**config.mk**
```make
export PLATFORM = sky130hd
export DESIGN_NAME = dvma_xlate
export DESIGN_NICKNAME = d
export VERILOG_FILES = /design/src/rtl/dvma_xlate.sv
export SDC_FILE = /design/constraint.sdc
export NUM_CORES = 1
export LEC_CHECK = 0
export ABC_AREA = 1
export BUFFER_PORTS_ARGS = -buffer_cell sky130_fd_sc_hd__buf_2
export CAP_MARGIN = 20
export CORE_ASPECT_RATIO = 0.9
export CORE_MARGIN = 2
export CORE_UTILIZATION = 37
export CTS_CLUSTER_SIZE = 10
export DETAILED_ROUTE_END_ITERATION = 10
export PLACE_DENSITY = 0.54
export SYNTH_ARGS = -nofsm -noshare
export SYNTH_HDL_FRONTEND = slang
export SYNTH_SLANG_ARGS = --single-unit
```
**constraint.sdc**
```tcl
create_clock -name clk -period 4.6 [get_ports clk]
set_clock_uncertainty 0.2 [all_clocks]
set_input_delay 0.46 -clock clk [delete_from_list [all_inputs] [get_ports clk]]
set_output_delay 0.46 -clock clk [all_outputs]
set_load 0.03 [all_outputs]
```
**src/rtl/dvma_xlate.sv**
```systemverilog
module dvma_xlate #(
  parameter int NENT = 4,
  parameter int SLOT_W = 2,
  parameter logic [3:0] IMPL = 4'h3,
  parameter logic [3:0] VER = 4'h2
) (
  input  logic              clk,
  input  logic              rst_n,
  input  logic              reg_wr,
  input  logic [2:0]        reg_addr,
  input  logic [31:0]       reg_wdata,
  output logic [31:0]       reg_rdata,
  input  logic              req_valid,
  output logic              req_ready,
  input  logic [31:0]       req_vaddr,
  input  logic              req_write,
  input  logic [SLOT_W-1:0] req_slot,
  output logic              rsp_valid,
  output logic              rsp_fault,
  output logic [31:0]       rsp_paddr,
  output logic              rsp_cacheable,
  output logic              tbl_rd,
  output logic [31:0]       tbl_addr,
  input  logic              tbl_rvalid,
  input  logic [31:0]       tbl_rdata
);
  localparam int NSLOT = 1 << SLOT_W;
  localparam int EW = (NENT > 1) ? $clog2(NENT) : 1;

  typedef enum logic [1:0] {S_IDLE, S_LOOK, S_WAIT} st_t;

  st_t               st;
  logic              en;
  logic [2:0]        rng;
  logic [31:0]       base;
  logic [NSLOT-1:0]  byp, sab;
  logic [31:0]       va;
  logic              wr;
  logic [SLOT_W-1:0] slot;
  logic              kill;

  logic [NENT-1:0]   ev;
  logic [19:0]       evpn [NENT];
  logic [31:0]       epte [NENT];
  logic [EW-1:0]     vic;

  wire wr_fa = reg_wr && reg_addr == 3'd2;
  wire wr_fp = reg_wr && reg_addr == 3'd3;

  wire [7:0]  lowm   = ~(8'hFF << rng);
  wire        in_win = &(va[31:24] | lowm);
  wire [19:0] idx    = {va[31:24] & lowm, va[23:12]};

  logic [NENT-1:0] hitv;
  logic [31:0]     hpte;
  wire             hit = |hitv;

  for (genvar i = 0; i < NENT; i++) begin : g_cmp
    assign hitv[i] = ev[i] && evpn[i] == va[31:12];
  end

  always_comb begin
    hpte = '0;
    for (int i = 0; i < NENT; i++)
      if (hitv[i]) hpte = hpte | epte[i];
  end

  function automatic logic [33:0] resolve(input logic [31:0] p, input logic w, input logic [11:0] off);
    if (!p[1] || (w && !p[2])) return {1'b1, 1'b0, 32'h0};
    return {1'b0, p[7], 1'b0, p[26:8], off};
  endfunction

  assign req_ready = st == S_IDLE;

  always_comb begin
    unique case (reg_addr)
      3'd0:    reg_rdata = {IMPL, VER, 19'h0, rng, 1'b0, en};
      3'd1:    reg_rdata = base;
      3'd2,
      3'd3:    reg_rdata = '0;
      default: reg_rdata = {15'h0, sab[reg_addr[SLOT_W-1:0]], 15'h0, byp[reg_addr[SLOT_W-1:0]]};
    endcase
  end

  always_ff @(posedge clk or negedge rst_n) begin
    if (!rst_n) begin
      en <= 1'b0;
      rng <= '0;
      base <= '0;
      byp <= '0;
      sab <= '0;
    end else if (reg_wr) begin
      case (reg_addr)
        3'd0: begin
          en  <= reg_wdata[0];
          rng <= reg_wdata[4:2];
        end
        3'd1: base <= {reg_wdata[31:2], 2'b00};
        3'd4, 3'd5, 3'd6, 3'd7: begin
          byp[reg_addr[SLOT_W-1:0]] <= reg_wdata[0];
          sab[reg_addr[SLOT_W-1:0]] <= reg_wdata[16];
        end
        default: ;
      endcase
    end
  end

  always_ff @(posedge clk or negedge rst_n) begin
    if (!rst_n) begin
      st <= S_IDLE;
      va <= '0;
      wr <= 1'b0;
      slot <= '0;
      kill <= 1'b0;
      rsp_valid <= 1'b0;
      rsp_fault <= 1'b0;
      rsp_paddr <= '0;
      rsp_cacheable <= 1'b0;
      tbl_rd <= 1'b0;
      tbl_addr <= '0;
    end else begin
      rsp_valid <= 1'b0;
      tbl_rd <= 1'b0;
      case (st)
        S_IDLE: if (req_valid) begin
          va <= req_vaddr;
          wr <= req_write;
          slot <= req_slot;
          kill <= 1'b0;
          st <= S_LOOK;
        end
        S_LOOK: begin
          st <= S_IDLE;
          if (byp[slot] || !en || !in_win || hit) begin
            rsp_valid <= 1'b1;
          end
          if (byp[slot]) begin
            {rsp_fault, rsp_cacheable} <= 2'b00;
            rsp_paddr <= {1'b0, sab[slot], va[29:0]};
          end else if (!en) begin
            {rsp_fault, rsp_cacheable} <= 2'b00;
            rsp_paddr <= va;
          end else if (!in_win) begin
            {rsp_fault, rsp_cacheable} <= 2'b10;
            rsp_paddr <= '0;
          end else if (hit) begin
            {rsp_fault, rsp_cacheable, rsp_paddr} <= resolve(hpte, wr, va[11:0]);
          end else begin
            tbl_rd <= 1'b1;
            tbl_addr <= base + {10'h0, idx, 2'b00};
            st <= S_WAIT;
          end
        end
        S_WAIT: begin
          if (wr_fa || wr_fp) kill <= 1'b1;
          if (tbl_rvalid) begin
            rsp_valid <= 1'b1;
            {rsp_fault, rsp_cacheable, rsp_paddr} <= resolve(tbl_rdata, wr, va[11:0]);
            st <= S_IDLE;
          end
        end
        default: st <= S_IDLE;
      endcase
    end
  end

  wire fill = st == S_WAIT && tbl_rvalid && !kill && !wr_fa && !wr_fp;

  always_ff @(posedge clk or negedge rst_n) begin
    if (!rst_n) begin
      ev <= '0;
      vic <= '0;
    end else begin
      if (fill) begin
        ev[vic] <= 1'b1;
        vic <= (vic == EW'(NENT - 1)) ? '0 : vic + 1'b1;
      end
      for (int i = 0; i < NENT; i++)
        if (wr_fa || (wr_fp && evpn[i] == reg_wdata[31:12])) ev[i] <= 1'b0;
    end
  end

  always_ff @(posedge clk) begin
    if (fill) begin
      evpn[vic] <= va[31:12];
      epte[vic] <= tbl_rdata;
    end
  end
endmodule


```
==> impl_metrics.tcl, run 1 <==
set metrics [dict create \
    clk_pin_slew_ns 0.06 \
    ys_seq_elements 320 \
    drt-initial-drc-count 1556 \
    drive_gt1_frac 0.152 \
    async_flop_share 0.475 \
    fp.dieH_um 208 \
    insertedDiodeCount 0 \
    p_leak_nw 9.81 \
    synthTopCellsByArea "edfxtp_1 29%, dfrtp_1 22%, nand2_1 14%" \
    clock_path_buffers 3 \
    start_kind "register" \
    crit_type "register to register" \
    post-place-cells 2832 \
    hold_depth 3 \
    yosysTopAreaCellShare 0.294 \
    clockRootBuffer "clkbuf_16" \
    crit_arrival_ns 3.86 \
    grt_overflow_total 0 \
    r2r.worst_path.cells 11 \
    grt_pass1_vias 14800 \
    max_freq_mhz 278 \
    critPathMaxFanout 11 \
    totalWireLength_um 62700 \
    synth_flop_cell "edfxtp_1" \
    fin_area_um2 20800 \
    ant_nets 0 \
    core_um2 45600 \
    via_per_inst 5.11 \
    critPathRequiredTime_ns 4.86 \
    grt_use_total 0.261 \
    synth_top_cell_by_area "edfxtp_1" \
    drtPass1Iterations 5 \
    holdWs_ns 0.0565 \
    r2r_setup_slack_ns 1.0 \
    cts.sinks 320 \
    ir_drop_mv 0.332 \
    dieWidth_um 231 \
    stdcell_count 2973 \
    hold_violations 0 \
    clk_latency_ns 0.58 \
    io_pins 208 \
    slew_headroom 0.344 \
    initial_core_util 0.376 \
    slew_violations 0 \
    syn_area_per_cell_um2 8.31 \
    grt_max_degree 99 \
    antenna_found_initial 0 \
    worstMarginPinSlew_ns 0.983 \
    cts_resized 0 \
    r2r_start "va[13]" \
    gp_congestion 0.954 \
    worstReg2RegEnd "tbl_addr[26]" \
    min_to "byp[3]" \
    status "finished, final reports clean" \
    hold_path_class "primary input to register" \
    hp-start "reg_wdata[0]" \
    synth_commonest_cells "641 x nand2_1, 240 x nor2_1, 208 x inv_1" \
    max_cap_viol_count 0 \
    htree_num_levels 2 \
    p_per_area_nw_per_um2 564 \
    power_mw 11.7 \
    wire_per_inst_um 21.1 \
    fin_tns_setup_ns 0 \
    cts_made_buffers 40 \
    dieArea_um2 48000 \
    netlist_instances 2061 \
    startpoint "va[13]" \
    setup_violations 0 \
    cts_tree "built" \
    nNetsFinal 2468 \
    synth_most_common_cell "nand2_1" \
    dp_hpwl_um 46800 \
    endpoint_kind "register" \
    post-route-min-period_ns 3.60 \
    io_buffers 193 \
    num_vias 15200 \
    synth_edf_count 168 \
    ys_types 60 \
    synth_warnings 0 \
    rsz0062_at_grt "false" \
    grt_first_pass_wirelength_um 93100 \
    place_area_um2 18800 \
    syn_area_um2 17100 \
    ys_seq_area_frac 0.517 \
    areaGrowthSynthToFinish_pct 21.4 \
    period_share 0.783 \
    row_count 74 \
    drc 0 \
]
==> power by group <==
group          internal, mW  switching (mW)  leakage [nW]
sequential             3.61           0.594          3.36
combinational          1.33            3.09          5.83
clock                  1.83            1.27         0.617
total                  6.77            4.95          9.81
==> timing repair <==
action	CTS	global route
hold buffers	68	0
hold endpoints to repair	233	0
buffers inserted	0	0
==> cells in the final DEF (no fill, tap or decap), types with 37 or more instances in the layout <==
cell / netlist / final
nand2_1: 641 / 639
dlygate4sd3_1: 0 / 68
dfrtp_1: 152 / 152
nand4_1: 93 / 93
clkbuf_16: 0 / 41
nor2_1: 240 / 237
xnor2_1: 37 / 37
edfxtp_1: 168 / 168
a21oi_1: 90 / 90
buf_2: 20 / 192
nand3_1: 50 / 50
inv_1: 208 / 208
o21ai_0: 94 / 94
==> cell type report <==
type,instances,area [um2]
Clock buffer,69,1200
Clock inverter,4,81.3
Fill cell,4562,24800
Inverter,233,878
Multi-Input combinational cell,1448,7140
Sequential cell,320,8850
Tap cell,608,761
Timing Repair Buffer,291,1890
==> registers in the layout (all words and copies together) (netlist names), 2 cells and up <==
register and flops:
vic 2, base 30, st 2, byp 4
rsp_paddr 32, tbl_addr 30, evpn 80, epte 88
rng 3, ev 4, slot 2, va 32
sab 4
==> cell families after synthesis <==
logic type	share of synthesized area
buffers and inverters	0.0689
DFF	0.517
AOI/OAI and AO/OA	0.0768
xor gates and xnor gates	0.0312
and+or+nand+nor	0.273
muxes	0.0127
adders and majority gates	0.0202
other	0.000219
==> how the worst max path moves through the flow <==
| stage | slack [ns] | endpoint | cells after the start |
|---|---|---|---|
| after floorplan | 0.86 | ev[2] | 10 |
| after global placement | 1.08 | tbl_addr[22] | 11 |
| after detailed placement | 1.05 | tbl_addr[26] | 11 |
| after CTS | 1.05 | tbl_addr[26] | 11 |
| after global routing | 0.72 | rsp_paddr[0] | 14 |
| final | 1.0 | tbl_addr[26] | 11 |
==> critical path, stage by stage (launching register included) <==
cell and delay [ns]:
dfrtp_1 0.68, inv_2 0.21, fa_1 0.47, o21ai_0 0.34, a21oi_1 0.23, o21ai_0 0.65, nand3_1 0.17, nand3_1 0.20
xor2_1 0.16, nand2_1 0.06, o21ai_1 0.08, inv_1 0.05
==> through the flow <==
stage                     utilization  worst slack, ns
after floorplan                     -            0.862
after global placement          0.413             1.08
after detailed placement        0.413             1.05
after CTS                       0.457             1.05
after global routing            0.457            0.722
final                           0.457            0.997
==> routing by layer <==
layer | track usage | wire length, um | part of all wire
met1 | 0.382 | 29200 | 0.47
met4 | 0.0643 | 1110 | 0.018
met2 | 0.393 | 27400 | 0.44
met5 | 0 | 0 | 0
met3 | 0.0524 | 4970 | 0.079
No activity file was read; power rests on OpenSTA's default activity.
==> run 2: changes to the inputs <==
--- a/config.mk
+++ b/config.mk
@@ -5,7 +5,7 @@
 export SDC_FILE = /design/constraint.sdc
 export NUM_CORES = 1
 export LEC_CHECK = 0
-export ABC_AREA = 1
+export ABC_AREA = 0
 export BUFFER_PORTS_ARGS = -buffer_cell sky130_fd_sc_hd__buf_2
 export CAP_MARGIN = 20
 export CORE_ASPECT_RATIO = 0.9
==> constraint.sdc (replaced) <==
create_clock -name clk -period 3.38 [get_ports clk]
set_clock_uncertainty 0.2 [all_clocks]
set_input_delay 0.338 -clock clk [delete_from_list [all_inputs] [get_ports clk]]
set_output_delay 0.338 -clock clk [all_outputs]
set_load 0.03 [all_outputs]
==> impl_metrics.tcl, run 2 <==
set metrics [dict create \
    setup_violations 0 \
    ir_drop_mv 0.515 \
    areaGrowthSynthToFinish_pct 24.8 \
    grt_use_total 0.212 \
    max_freq_mhz 317 \
    critPathRequiredTime_ns 3.61 \
    syn_area_per_cell_um2 12.5 \
    slew_headroom 0.486 \
    critPathSlowestCell "dfrtp_1" \
    gp_congestion 0.827 \
    drtPass1Iterations 6 \
    grt_first_pass_wirelength_um 68100 \
    endpoint_kind "register" \
    critPathMaxFanout 31 \
    p_leak_nw 7.86 \
    synth_top_cell_by_area "edfxtp_1" \
    clockRootBuffer "clkbuf_16" \
    slew_violations 0 \
    fin_tns_setup_ns 0 \
    insertedDiodeCount 0 \
    row_count 70 \
    num_vias 10900 \
    clock_path_buffers 3 \
    use_met3 0.0285 \
    hp-start "reg_wdata[20]" \
    dp_slack_ns 0.205 \
    grt_pass1_vias 10800 \
    nNetsFinal 1643 \
    dieArea_um2 43000 \
    yosysTopAreaCellShare 0.330 \
    clk_latency_ns 0.56 \
    synthTopCellsByArea "edfxtp_1 33%, dfrtp_1 25%, xor2_1 6.5%" \
    top_register "epte" \
    ys_types 66 \
    fp.dieH_um 197 \
    p_per_area_nw_per_um2 771 \
    grt_overflow_total 0 \
    busiest_layer "met2" \
    dp_hpwl_um 32300 \
    worstReg2RegEnd "rsp_paddr[23]" \
    hold_depth 2 \
    synth_flop_cell "edfxtp_1" \
    reg_top3 "epte (88), evpn (80)" \
    hold_path_class "primary input to register" \
    drt-initial-drc-count 806 \
    final_cell_mix "192 x buf_2, 168 x edfxtp_1, 151 x dfrtp_1" \
    cts_tree "built" \
    cp_cell_sequence "buf_4 > xor2_1 > nor4_1 > nand4_1 > nor2_2 > nor4_4 > a311o_1 > buf_12 > a32o_1" \
    crit_arrival_ns 3.39 \
    grtUsageMet2 0.330 \
    ys_seq_elements 320 \
    seqCellArea_um2 8850 \
    async_flop_share 0.475 \
    drive_gt1_frac 0.261 \
    antenna_found_initial 1 \
    r2r.worst_path.cells 9 \
    core_um2 40700 \
    mostFrequentLayoutCell "buf_2" \
    drc 0 \
    synth_warnings 0 \
    initial_core_util 0.376 \
    htree_num_levels 2 \
    slowest_delay_ns 0.52 \
    netlist_instances 1222 \
    finalWorstSetupSlack_ns 0.222 \
    synth_edf_count 168 \
    cts.sinks 320 \
    rsz0062_at_grt "false" \
    r2r_setup_slack_ns 0.22 \
    postCtsSetupRepairBufs 0 \
    wire_per_inst_um 21.8 \
    synth_commonest_cells "168 x edfxtp_1, 152 x dfrtp_1, 113 x xor2_1" \
    r2r_start "va[30]" \
    largest_reg_flops 88 \
    io_pins 208 \
    grtUsageMet1 0.308 \
    power_mw 14.7 \
    grt_max_degree 81 \
    clk_pin_slew_ns 0.06 \
    ys_seq_area_frac 0.578 \
    fill_cells 3748 \
    hold_violations 0 \
    syn_area_um2 15300 \
    multi_input_area_um2 5940 \
    dieWidth_um 218 \
    via_per_inst 5.22 \
    post-route-min-period_ns 3.16 \
    crit_type "register to register" \
    totalWireLength_um 45300 \
    status "finished, final reports clean" \
    period_share 0.934 \
    cts_made_buffers 39 \
    start_kind "register" \
    synth_most_common_cell "edfxtp_1" \
    ant_nets 0 \
    worstMarginPinSlew_ns 0.771 \
    min_to "base[20]" \
    holdWs_ns 0.0225 \
    max_cap_viol_count 0 \
    io_buffers 193 \
]
==> run 2: cell types whose count changed after synthesis, sizes merged, moves of 27 or more <==
| cell | previous run | this run |
|---|---|---|
| mux2 | 14 | 76 |
| o21ai | 110 | 57 |
| xor2 | 24 | 113 |
| nand2 | 644 | 96 |
| and2 | 1 | 33 |
| a32o | 0 | 27 |
| a21oi | 90 | 37 |
| inv | 230 | 30 |
| nand4 | 93 | 21 |
| nand3 | 60 | 8 |
| nor2 | 266 | 28 |
| xnor2 | 37 | 71 |
==> run 2: cells by family after synthesis <==
kind of cell | count (synthesis) | share of synthesized area
flops | 320 | 0.578
mux | 81 | 0.0625
buf+inv | 120 | 0.0355
xor+xnor | 184 | 0.105
fa+ha+maj | 27 | 0.0226
simple gates | 268 | 0.0909
other cells | 1 | 0.000245
compound gates | 221 | 0.105
==> run 2: area by class of cell <==
type | instances | share of cell area
Sequential cell | 320 | 0.463
Multi-Input combinational cell | 784 | 0.311
Timing Repair Buffer | 334 | 0.123
Clock buffer | 66 | 0.0601
Tap cell | 540 | 0.0354
Inverter | 30 | 0.00590
Clock inverter | 3 | 0.00138
==> run 2: worst max-delay path by stage <==
stage	start	endpoint	slack [ns]	cells past startpoint
2_1_floorplan	st[0]	epte[3][10]	0.28	6
3_3_place_gp	va[22]	rsp_paddr[11]	0.26	9
3_5_place_dp	rng[1]	tbl_addr[25]	0.20	9
4_1_cts	rng[1]	tbl_addr[25]	0.19	9
5_1_grt	rng[1]	tbl_addr[28]	0.02	12
6_report	va[30]	rsp_paddr[23]	0.22	9
==> run 2: stage by stage <==
| step | util | cell area, um2 | cells |
|---|---|---|---|
| floorplan | - | 15300 | 1224 |
| global placement | 0.420 | 17100 | 1928 |
| detailed placement | 0.420 | 17100 | 1928 |
| CTS | 0.469 | 19100 | 2077 |
| global route | 0.469 | 19100 | 2077 |
| finish | 0.469 | 19100 | 2077 |
==> run 2: worst max-delay path: cells and delay by family, from the launching register on <==
kind | cells | cell delay, ns
AO/OA/AOI/OAI | 2 | 0.64
flip-flops | 1 | 0.52
AND/OR/NAND/NOR | 4 | 1.08
XOR/XNOR | 1 | 0.15
buffers and inverters | 2 | 0.41
==> run 2: repair_timing <==
action,CTS,global route
setup endpoints to repair,0,3
resized for setup,0,2
hold endpoints to repair,228,0
hold buffers,80,0
==> run 2: layer usage <==
metal / vias to the layer above / share of wire
met3: 52 / 0.052
met4: 0 / 0.021
met5: - / 0
met2: 297 / 0.46
met1: 5459 / 0.47
li1: 5044 / -
==> run 2: power breakdown <==
part           leakage [nW]  switching (mW)  internal, mW
logic                  3.88            3.05          2.19
registers              3.42           0.672          4.89
clock network         0.567            1.62          2.31
total                  7.86            5.34          9.38
